**src/rtl/uwire3_master.sv**
```systemverilog
module uwire3_master #(
  parameter int DIV_W = 8,
  parameter int W     = 8
) (
  input  logic             clk,
  input  logic             rst_n,
  input  logic [DIV_W-1:0] div,
  input  logic             sel_req,
  input  logic             start,
  input  logic             dir_rx,
  input  logic [W-1:0]     tx_byte,
  output logic             sclk,
  output logic             cs,
  output logic             sd_out,
  output logic             sd_oe,
  input  logic             sd_in,
  output logic             busy,
  output logic             done,
  output logic [W-1:0]     rx_byte
);
  localparam int CW = (W > 1) ? $clog2(W) : 1;
  localparam logic [CW-1:0] LAST = CW'(W - 1);

  typedef enum logic [1:0] {PH_IDLE, PH_LOW, PH_HIGH} phase_t;

  phase_t           ph;
  logic [DIV_W-1:0] cnt, div_q;
  logic [CW-1:0]    bitn;
  logic             dir_q, cs_q, done_q;
  logic [W-1:0]     txsh, rxsh, rx_q;

  wire half_end = (cnt == div_q);

  always_ff @(posedge clk or negedge rst_n) begin
    if (!rst_n) begin
      ph     <= PH_IDLE;
      cnt    <= '0;
      div_q  <= '0;
      bitn   <= '0;
      dir_q  <= 1'b0;
      cs_q   <= 1'b0;
      done_q <= 1'b0;
      txsh   <= '0;
      rxsh   <= '0;
      rx_q   <= '0;
    end else begin
      done_q <= 1'b0;
      unique case (ph)
        PH_IDLE: begin
          cs_q <= sel_req;
          if (start && sel_req) begin
            ph    <= PH_LOW;
            cnt   <= '0;
            bitn  <= '0;
            dir_q <= dir_rx;
            div_q <= div;
            txsh  <= tx_byte;
          end
        end
        PH_LOW: begin
          if (half_end) begin
            cnt <= '0;
            ph  <= PH_HIGH;
            if (dir_q) rxsh <= {sd_in, rxsh[W-1:1]};
          end else begin
            cnt <= cnt + 1'b1;
          end
        end
        PH_HIGH: begin
          if (half_end) begin
            cnt <= '0;
            if (bitn == LAST) begin
              ph     <= PH_IDLE;
              done_q <= 1'b1;
              if (dir_q) rx_q <= rxsh;
            end else begin
              ph   <= PH_LOW;
              bitn <= bitn + 1'b1;
              txsh <= {1'b0, txsh[W-1:1]};
            end
          end else begin
            cnt <= cnt + 1'b1;
          end
        end
        default: ph <= PH_IDLE;
      endcase
    end
  end

  assign busy    = (ph != PH_IDLE);
  assign sclk    = (ph == PH_HIGH);
  assign cs      = cs_q;
  assign sd_out  = txsh[0];
  assign sd_oe   = busy && !dir_q;
  assign done    = done_q;
  assign rx_byte = rx_q;
endmodule

```
**config.mk**
```make
export PLATFORM = sky130hd
export DESIGN_NAME = uwire3_master
export DESIGN_NICKNAME = d
export VERILOG_FILES = /design/src/rtl/uwire3_master.sv
export SDC_FILE = /design/constraint.sdc
export NUM_CORES = 1
export LEC_CHECK = 0
export BUFFER_PORTS_ARGS = -buffer_cell sky130_fd_sc_hd__buf_2
export CAP_MARGIN = 10
export CORE_UTILIZATION = 51
export CTS_CLUSTER_DIAMETER = 150
export DETAILED_ROUTE_END_ITERATION = 8
export GPL_TIMING_DRIVEN = 0
export PLACE_DENSITY = 0.76
export SYNTH_ARGS = -nofsm -noshare
export SYNTH_HDL_FRONTEND = slang
export SYNTH_SLANG_ARGS = --single-unit
```
**constraint.sdc**
```tcl
create_clock -name clk -period 2 [get_ports clk]
set_clock_uncertainty 0.05 [all_clocks]
set_input_delay 0.2 -clock clk [delete_from_list [all_inputs] [get_ports clk]]
set_output_delay 0.2 -clock clk [all_outputs]
set_load 0.03 [all_outputs]
```
==> flow_metrics.py, run 1 <==
metrics = {
    "global_route": {
        "grtUsageTotal_pct": 19.8,
        "grt_pass1_vias": 1614,
        "antenna_found_initial": 0,
        "grt-ovfl-total": 0,
        "grt_pass1_wl_um": 7700,
        "grt_max_degree": 49,
    },
    "floorplan": {
        "die-area_sq_um": 4940,
        "ios": 36,
        "core.rowCount": 24,
        "die_h_um": 70.3,
        "initial_core_util_pct": 53.9,
        "chipWidth_um": 70.3,
        "core_area_sq_um": 4410,
    },
    "final_layout": {
        "final_nets": 289,
        "syn_to_final_growth_pct": 22.4,
        "final_cell_mix": "dfrtp_1 (48), buf_2 (38), mux2_2 (26)",
        "final_common_cell": "dfrtp_1",
        "antennaDiodeCount": 0,
        "drive_gt1_share_pct": 38.3,
        "final_core_util_pct": 66.0,
    },
    "power": {
        "leakage_nw": 1.32,
        "pwr-share-seq_pct": 40.2,
        "p_clk_share_pct": 21.1,
        "power_density_nw_per_um2": 1180,
        "p_int_mw": 2.15,
        "p_sw_mw": 1.27,
        "power_frac_comb_pct": 38.7,
        "swShare_pct": 37.2,
        "ir_drop_mv": 0.775,
    },
    "synthesis": {
        "synth_top_area_share_pct": 50.5,
        "ys.flop_type": "dfrtp_1",
        "synth_cell_types": 33,
        "synthTopCellsByArea": "dfrtp_1 (50%), mux2_2 (12%), xnor2_1 (5.2%)",
        "ys_warn_count": 0,
        "netlist_instances": 205,
        "async_flop_share_pct": 100,
        "synth_fp_nets": 234,
        "synth_edf_count": 0,
        "postSynthAreaPerCell_sq_um": 11.6,
        "ys_ff_latch": 48,
        "synth_seq_area_share_pct": 50.5,
        "synthesis.area_sq_um": 2380,
        "synth_area_leader_cell": "dfrtp_1",
    },
    "clocking": {
        "path_clk_slew_ns": 0.09,
        "numCtsBuffers": 5,
        "cts.sinks": 48,
        "cts_root_buf": "clkbuf_8",
        "clock_path_buffers": 2,
        "clock_latency_ns": 0.31,
        "cts-htree-levels": 2,
        "cts_tree": "yes",
    },
    "sta": {
        "min_period_ns": 1.97,
        "post-route-period-util_pct": 98.7,
        "final_max_slew_viol_count": 0,
        "relSlewSlack_pct": 62.1,
        "rsz0062_at_grt": "true",
        "setup-tns-final_ns": 0,
        "tightest_slew_ns": 0.564,
        "setup_viol": 0,
        "timing.final.hold_violations": 0,
        "timing.fmax_mhz": 506,
    },
    "routing": {
        "wl_per_cell_um": 15.6,
        "drt_wl_total_um": 4880,
        "drtPass1Iterations": 4,
        "drtIter0Drc": 109,
        "ant_nets": 0,
        "drc_errors": 0,
        "vias": 1811,
        "viasPerCell": 5.79,
    },
    "outcome": {
        "status": "complete, no violations",
    },
    "setup_path": {
        "setup.worst_path.start": "bitn[0]$_DFFE_PN0P_",
        "critPathKind": "register to register",
        "crit_chain": "ha_1 -> ha_2 -> nand2b_4 -> a21o_1 -> or3_1 -> buf_6 -> o311ai_4",
        "path_max_fanout": 9,
        "critPathSlowestCell": "dfrtp_1",
        "arrival_ns": 2.13,
        "cp_data_required_time_ns": 2.16,
        "end_kind": "register",
        "r2r-start": "bitn[0]$_DFFE_PN0P_",
        "cpPeakStageDelay_ns": 0.40,
        "cp-start-kind": "register",
        "r2r_setup_slack_ns": 0.03,
    },
    "placement": {
        "gp_congestion": 0.823,
        "port_buffers": 35,
        "hpwlAfterDp_um": 3220,
    },
    "worst_hold_path": {
        "hold_path_class": "input port to register",
        "worst_hold_startpoint": "div[3]",
    },
    "job": {
        "drv_cap": 0,
    },
}
## repair_timing
item	4_1_cts	5_1_grt
hold buffers	0	1
endpoints found under the setup margin	15	34
gates resized for setup	6	7
buffers inserted	6	5
pin swaps	1	5
endpoints found under the hold margin	0	7
## critical path, delay by kind of cell (launching register included)
kind / cells / cell delay, ns
AO/OA/AOI/OAI: 2 / 0.40
flip-flops: 1 / 0.40
adder cells (fa/ha/maj): 2 / 0.40
buffers and inverters: 1 / 0.16
AND/OR/NAND/NOR: 2 / 0.48
## metal layers
layer | part of all wire, % | vias to the layer above | track usage (%) | routed length [um]
li1 | - | 862 | - | -
met1 | 46 | 867 | 28.5 | 2240
met2 | 47 | 74 | 30.5 | 2290
met3 | 5.7 | 8 | 4.33 | 277
met4 | 1.5 | 0 | 5.33 | 74
met5 | 0 | - | 0 | 0
## power by group through the flow
stage                     Combinational (mW)  Sequential [mW]  Clock, mW
after detailed placement                1.20             1.41          0
after floorplan                        0.894             1.39          0
final                                   1.33             1.38      0.721
after global placement                  1.17             1.39          0
after CTS                               1.25             1.38      0.725
after global routing                    1.45             1.40      0.765
## sequential cells by signal, summed over array words and instances, names as in the netlist
signal,count
dir_q,1
txsh,8
div_q,8
cs,1
rxsh,8
ph,2
rx_byte,8
done,1
cnt,8
bitn,3
## cell families after synthesis
group / after synthesis / synth area share (%)
simple gates: 48 / 11.3
flops: 48 / 50.5
compound gates: 47 / 13.9
mux: 26 / 12.3
buf+inv: 15 / 3.21
xor+xnor: 14 / 5.15
fa+ha+maj: 7 / 3.68
## metrics by stage
stage	hold slack (ns)	worst slack [ns]	instances	total power [mW]	cell area, sq um
finish	0.0762	0.0252	313	3.43	2910
global route	0.0668	-0.0697	313	3.62	2910
CTS	0.0720	-0.0389	306	3.36	2800
detailed placement	0.386	-0.126	292	2.61	2620
global placement	0.382	-0.141	292	2.56	2620
floorplan	-0.146	0.0194	205	2.29	2380
## cells in the mapped netlist (5+ instances only)
cell type   n
a21oi_1     8
a22oi_1     8
clkbuf_1    5
dfrtp_1    48
ha_1        7
mux2_2     26
nand2_1    16
o211ai_1   13
o21ai_0     6
o21bai_1    6
xnor2_1    14
## final cells by class
class	count	area [sq um]
Fill cell	320	1500
Sequential cell	48	1200
Multi-Input combinational cell	142	1150
Timing Repair Buffer	48	300
Buffer	11	70.1
Clock buffer	5	68.8
Tap cell	52	65.1
Clock inverter	3	46.3
Inverter	4	15.0
## final timing paths
check | cells after the start | end
worst max-delay path | 7 | bitn[0]$_DFFE_PN0P_
worst min-delay path | 2 | div_q[3]$_DFFE_PN0P_
worst max register to register | 7 | bitn[0]$_DFFE_PN0P_
worst min register to register | 1 | rx_byte[2]$_DFFE_PN0P_
max in group asynchronous | 3 | rxsh[1]$_DFFE_PN0P_
min in group asynchronous | 2 | bitn[0]$_DFFE_PN0P_
(Power assumes the default switching activity.)
==> run 2, diff against run 1 <==
CELL_PAD_IN_SITES_DETAIL_PLACEMENT = 0   (was unset)
CELL_PAD_IN_SITES_GLOBAL_PLACEMENT = 2   (was unset)
CORE_UTILIZATION = 33   (was 51)
CTS_CLUSTER_SIZE = 28   (was unset)
PLACE_DENSITY = unset   (was 0.76)
PLACE_DENSITY_LB_ADDON = 0.1   (was unset)
==> run 2 against run 1 <==
Compared with the run above:
- power is 6.4% higher
- critical endpoint unchanged
- flip-flop and latch count unchanged
- final area up 3.4%
- largest power group is now combinational cells
- largest cell class unchanged
- register-to-register slack is essentially flat
==> flow_metrics.py, run 2 (synthesis results as in run 1) <==
metrics = {
    "outcome": {
        "status": "complete, no violations",
    },
    "setup_path": {
        "path_max_fanout": 9,
        "end_kind": "register",
        "r2r_setup_slack_ns": 0.03,
        "cp-start-kind": "register",
        "critPathKind": "register to register",
        "cp_data_required_time_ns": 2.17,
        "arrival_ns": 2.13,
    },
    "global_route": {
        "grt-ovfl-total": 0,
        "grtUsageTotal_pct": 15.6,
        "antenna_found_initial": 0,
        "grt_pass1_wl_um": 9050,
        "grt_max_degree": 49,
        "grt_pass1_vias": 1762,
    },
    "placement": {
        "gp_congestion": 0.721,
        "port_buffers": 35,
        "hpwlAfterDp_um": 3660,
        "placed_area_sq_um": 2680,
    },
    "clocking": {
        "path_clk_slew_ns": 0.10,
        "clock_latency_ns": 0.30,
        "cts_root_buf": "clkbuf_8",
        "cts_tree": "yes",
        "numCtsBuffers": 5,
        "cts.sinks": 48,
        "clock_path_buffers": 2,
        "cts-htree-levels": 2,
    },
    "routing": {
        "ant_nets": 0,
        "viasPerCell": 4.93,
        "drt_wl_total_um": 5470,
        "drtIter0Drc": 90,
        "drtPass1Iterations": 4,
        "wl_per_cell_um": 15.4,
        "vias": 1749,
        "drc_errors": 0,
    },
    "final_layout": {
        "final_core_util_pct": 43.8,
        "final_cell_mix": "dfrtp_1 (47), buf_2 (37), mux2_2 (26)",
        "final_nets": 287,
        "antennaDiodeCount": 0,
        "design_area_sq_um": 3010,
        "syn_to_final_growth_pct": 26.6,
        "final_common_cell": "dfrtp_1",
        "drive_gt1_share_pct": 39.8,
    },
    "floorplan": {
        "die-area_sq_um": 7560,
        "initial_core_util_pct": 34.6,
        "core.rowCount": 30,
        "die_h_um": 86.9,
        "ios": 36,
        "core_area_sq_um": 6870,
        "chipWidth_um": 86.9,
    },
    "sta": {
        "rsz0062_at_grt": "true",
        "post-route-period-util_pct": 98.3,
        "timing.fmax_mhz": 509,
        "tightest_slew_ns": 0.571,
        "timing.hold.ws_ns": 0.0789,
        "final_max_slew_viol_count": 0,
        "setup_viol": 0,
        "relSlewSlack_pct": 61.7,
        "timing.final.hold_violations": 0,
        "setup-tns-final_ns": 0,
        "min_period_ns": 1.97,
    },
    "power": {
        "leakage_nw": 1.33,
        "power_density_nw_per_um2": 1210,
        "ir_drop_mv": 0.432,
    },
    "worst_hold_path": {
        "hold_path_class": "input port to register",
    },
    "job": {
        "drv_cap": 0,
    },
}
## run 2: cell types whose count changed in the layout (fill, tap and decap cells not counted), sizes merged
| cell | previous run | this run |
|---|---|---|
| buf | 53 | 50 |
| bufinv | 1 | 2 |
| clkbuf | 10 | 11 |
| clkinvlp | 1 | 0 |
## run 2: what timing repair did
| item | CTS | global route |
|---|---|---|
| gates resized for setup | 9 | 11 |
| hold buffers | 0 | 1 |
| setup endpoints to repair | 26 | 32 |
| pin swaps | 3 | 6 |
| hold endpoints to repair | 0 | 12 |
| setup buffers | 4 | 5 |
## run 2: per-layer routing
| metal | global-route usage, % | part of all wire (%) |
|---|---|---|
| met5 | 0 | 0 |
| met4 | 4.09 | 0.64 |
| met3 | 3.51 | 2.9 |
| met2 | 22.1 | 44 |
| met1 | 23.8 | 53 |
## run 2: final timing paths
| check | startpoint | to | depth (start not counted) |
|---|---|---|---|
| min in group asynchronous | rst_n | ph[0]$_DFFE_PN0P_ | 2 |
| worst max-delay path | bitn[0]$_DFFE_PN0P_ | bitn[0]$_DFFE_PN0P_ | 7 |
| worst min register to register | rx_byte[1]$_DFFE_PN0P_ | rx_byte[1]$_DFFE_PN0P_ | 1 |
| max in group asynchronous | rst_n | rxsh[7]$_DFFE_PN0P_ | 3 |
| worst min-delay path | div[1] | div_q[1]$_DFFE_PN0P_ | 2 |
| worst max register to register | bitn[0]$_DFFE_PN0P_ | bitn[0]$_DFFE_PN0P_ | 7 |
## run 2: area by class of cell
cell class | instances | area (sq um)
clock inverter | 3 | 68.8
timing repair buffer | 46 | 298
buffer | 11 | 73.8
tap | 96 | 120
sequential | 48 | 1200
fill | 690 | 3860
clock buffer | 5 | 68.8
multi-input combinational | 142 | 1160
inverter | 4 | 15.0
## run 2: critical path, cell delays in order (launching register included)
cell	delay, ns
dfrtp_1	0.40
ha_1	0.20
ha_2	0.19
nand2b_4	0.15
a21o_4	0.21
or3_4	0.33
buf_6	0.15
o311ai_2	0.19
## run 2: power breakdown
part | leakage [nW] | switching (mW) | internal (mW) | total [mW]
Clock | 0.0687 | 0.351 | 0.504 | 0.855
Combinational | 0.634 | 0.779 | 0.623 | 1.40
Sequential | 0.629 | 0.184 | 1.20 | 1.39
Total | 1.33 | 1.31 | 2.33 | 3.65
## run 2: per-stage QoR
stage	setup WS (ns)	total power, mW	cells
5_1_grt	-0.0397	3.90	355
3_3_place_gp	-0.393	2.66	336
2_1_floorplan	0.0194	2.29	205
3_5_place_dp	-0.306	2.65	336
4_1_cts	-0.00813	3.58	348
6_report	0.0349	3.65	355
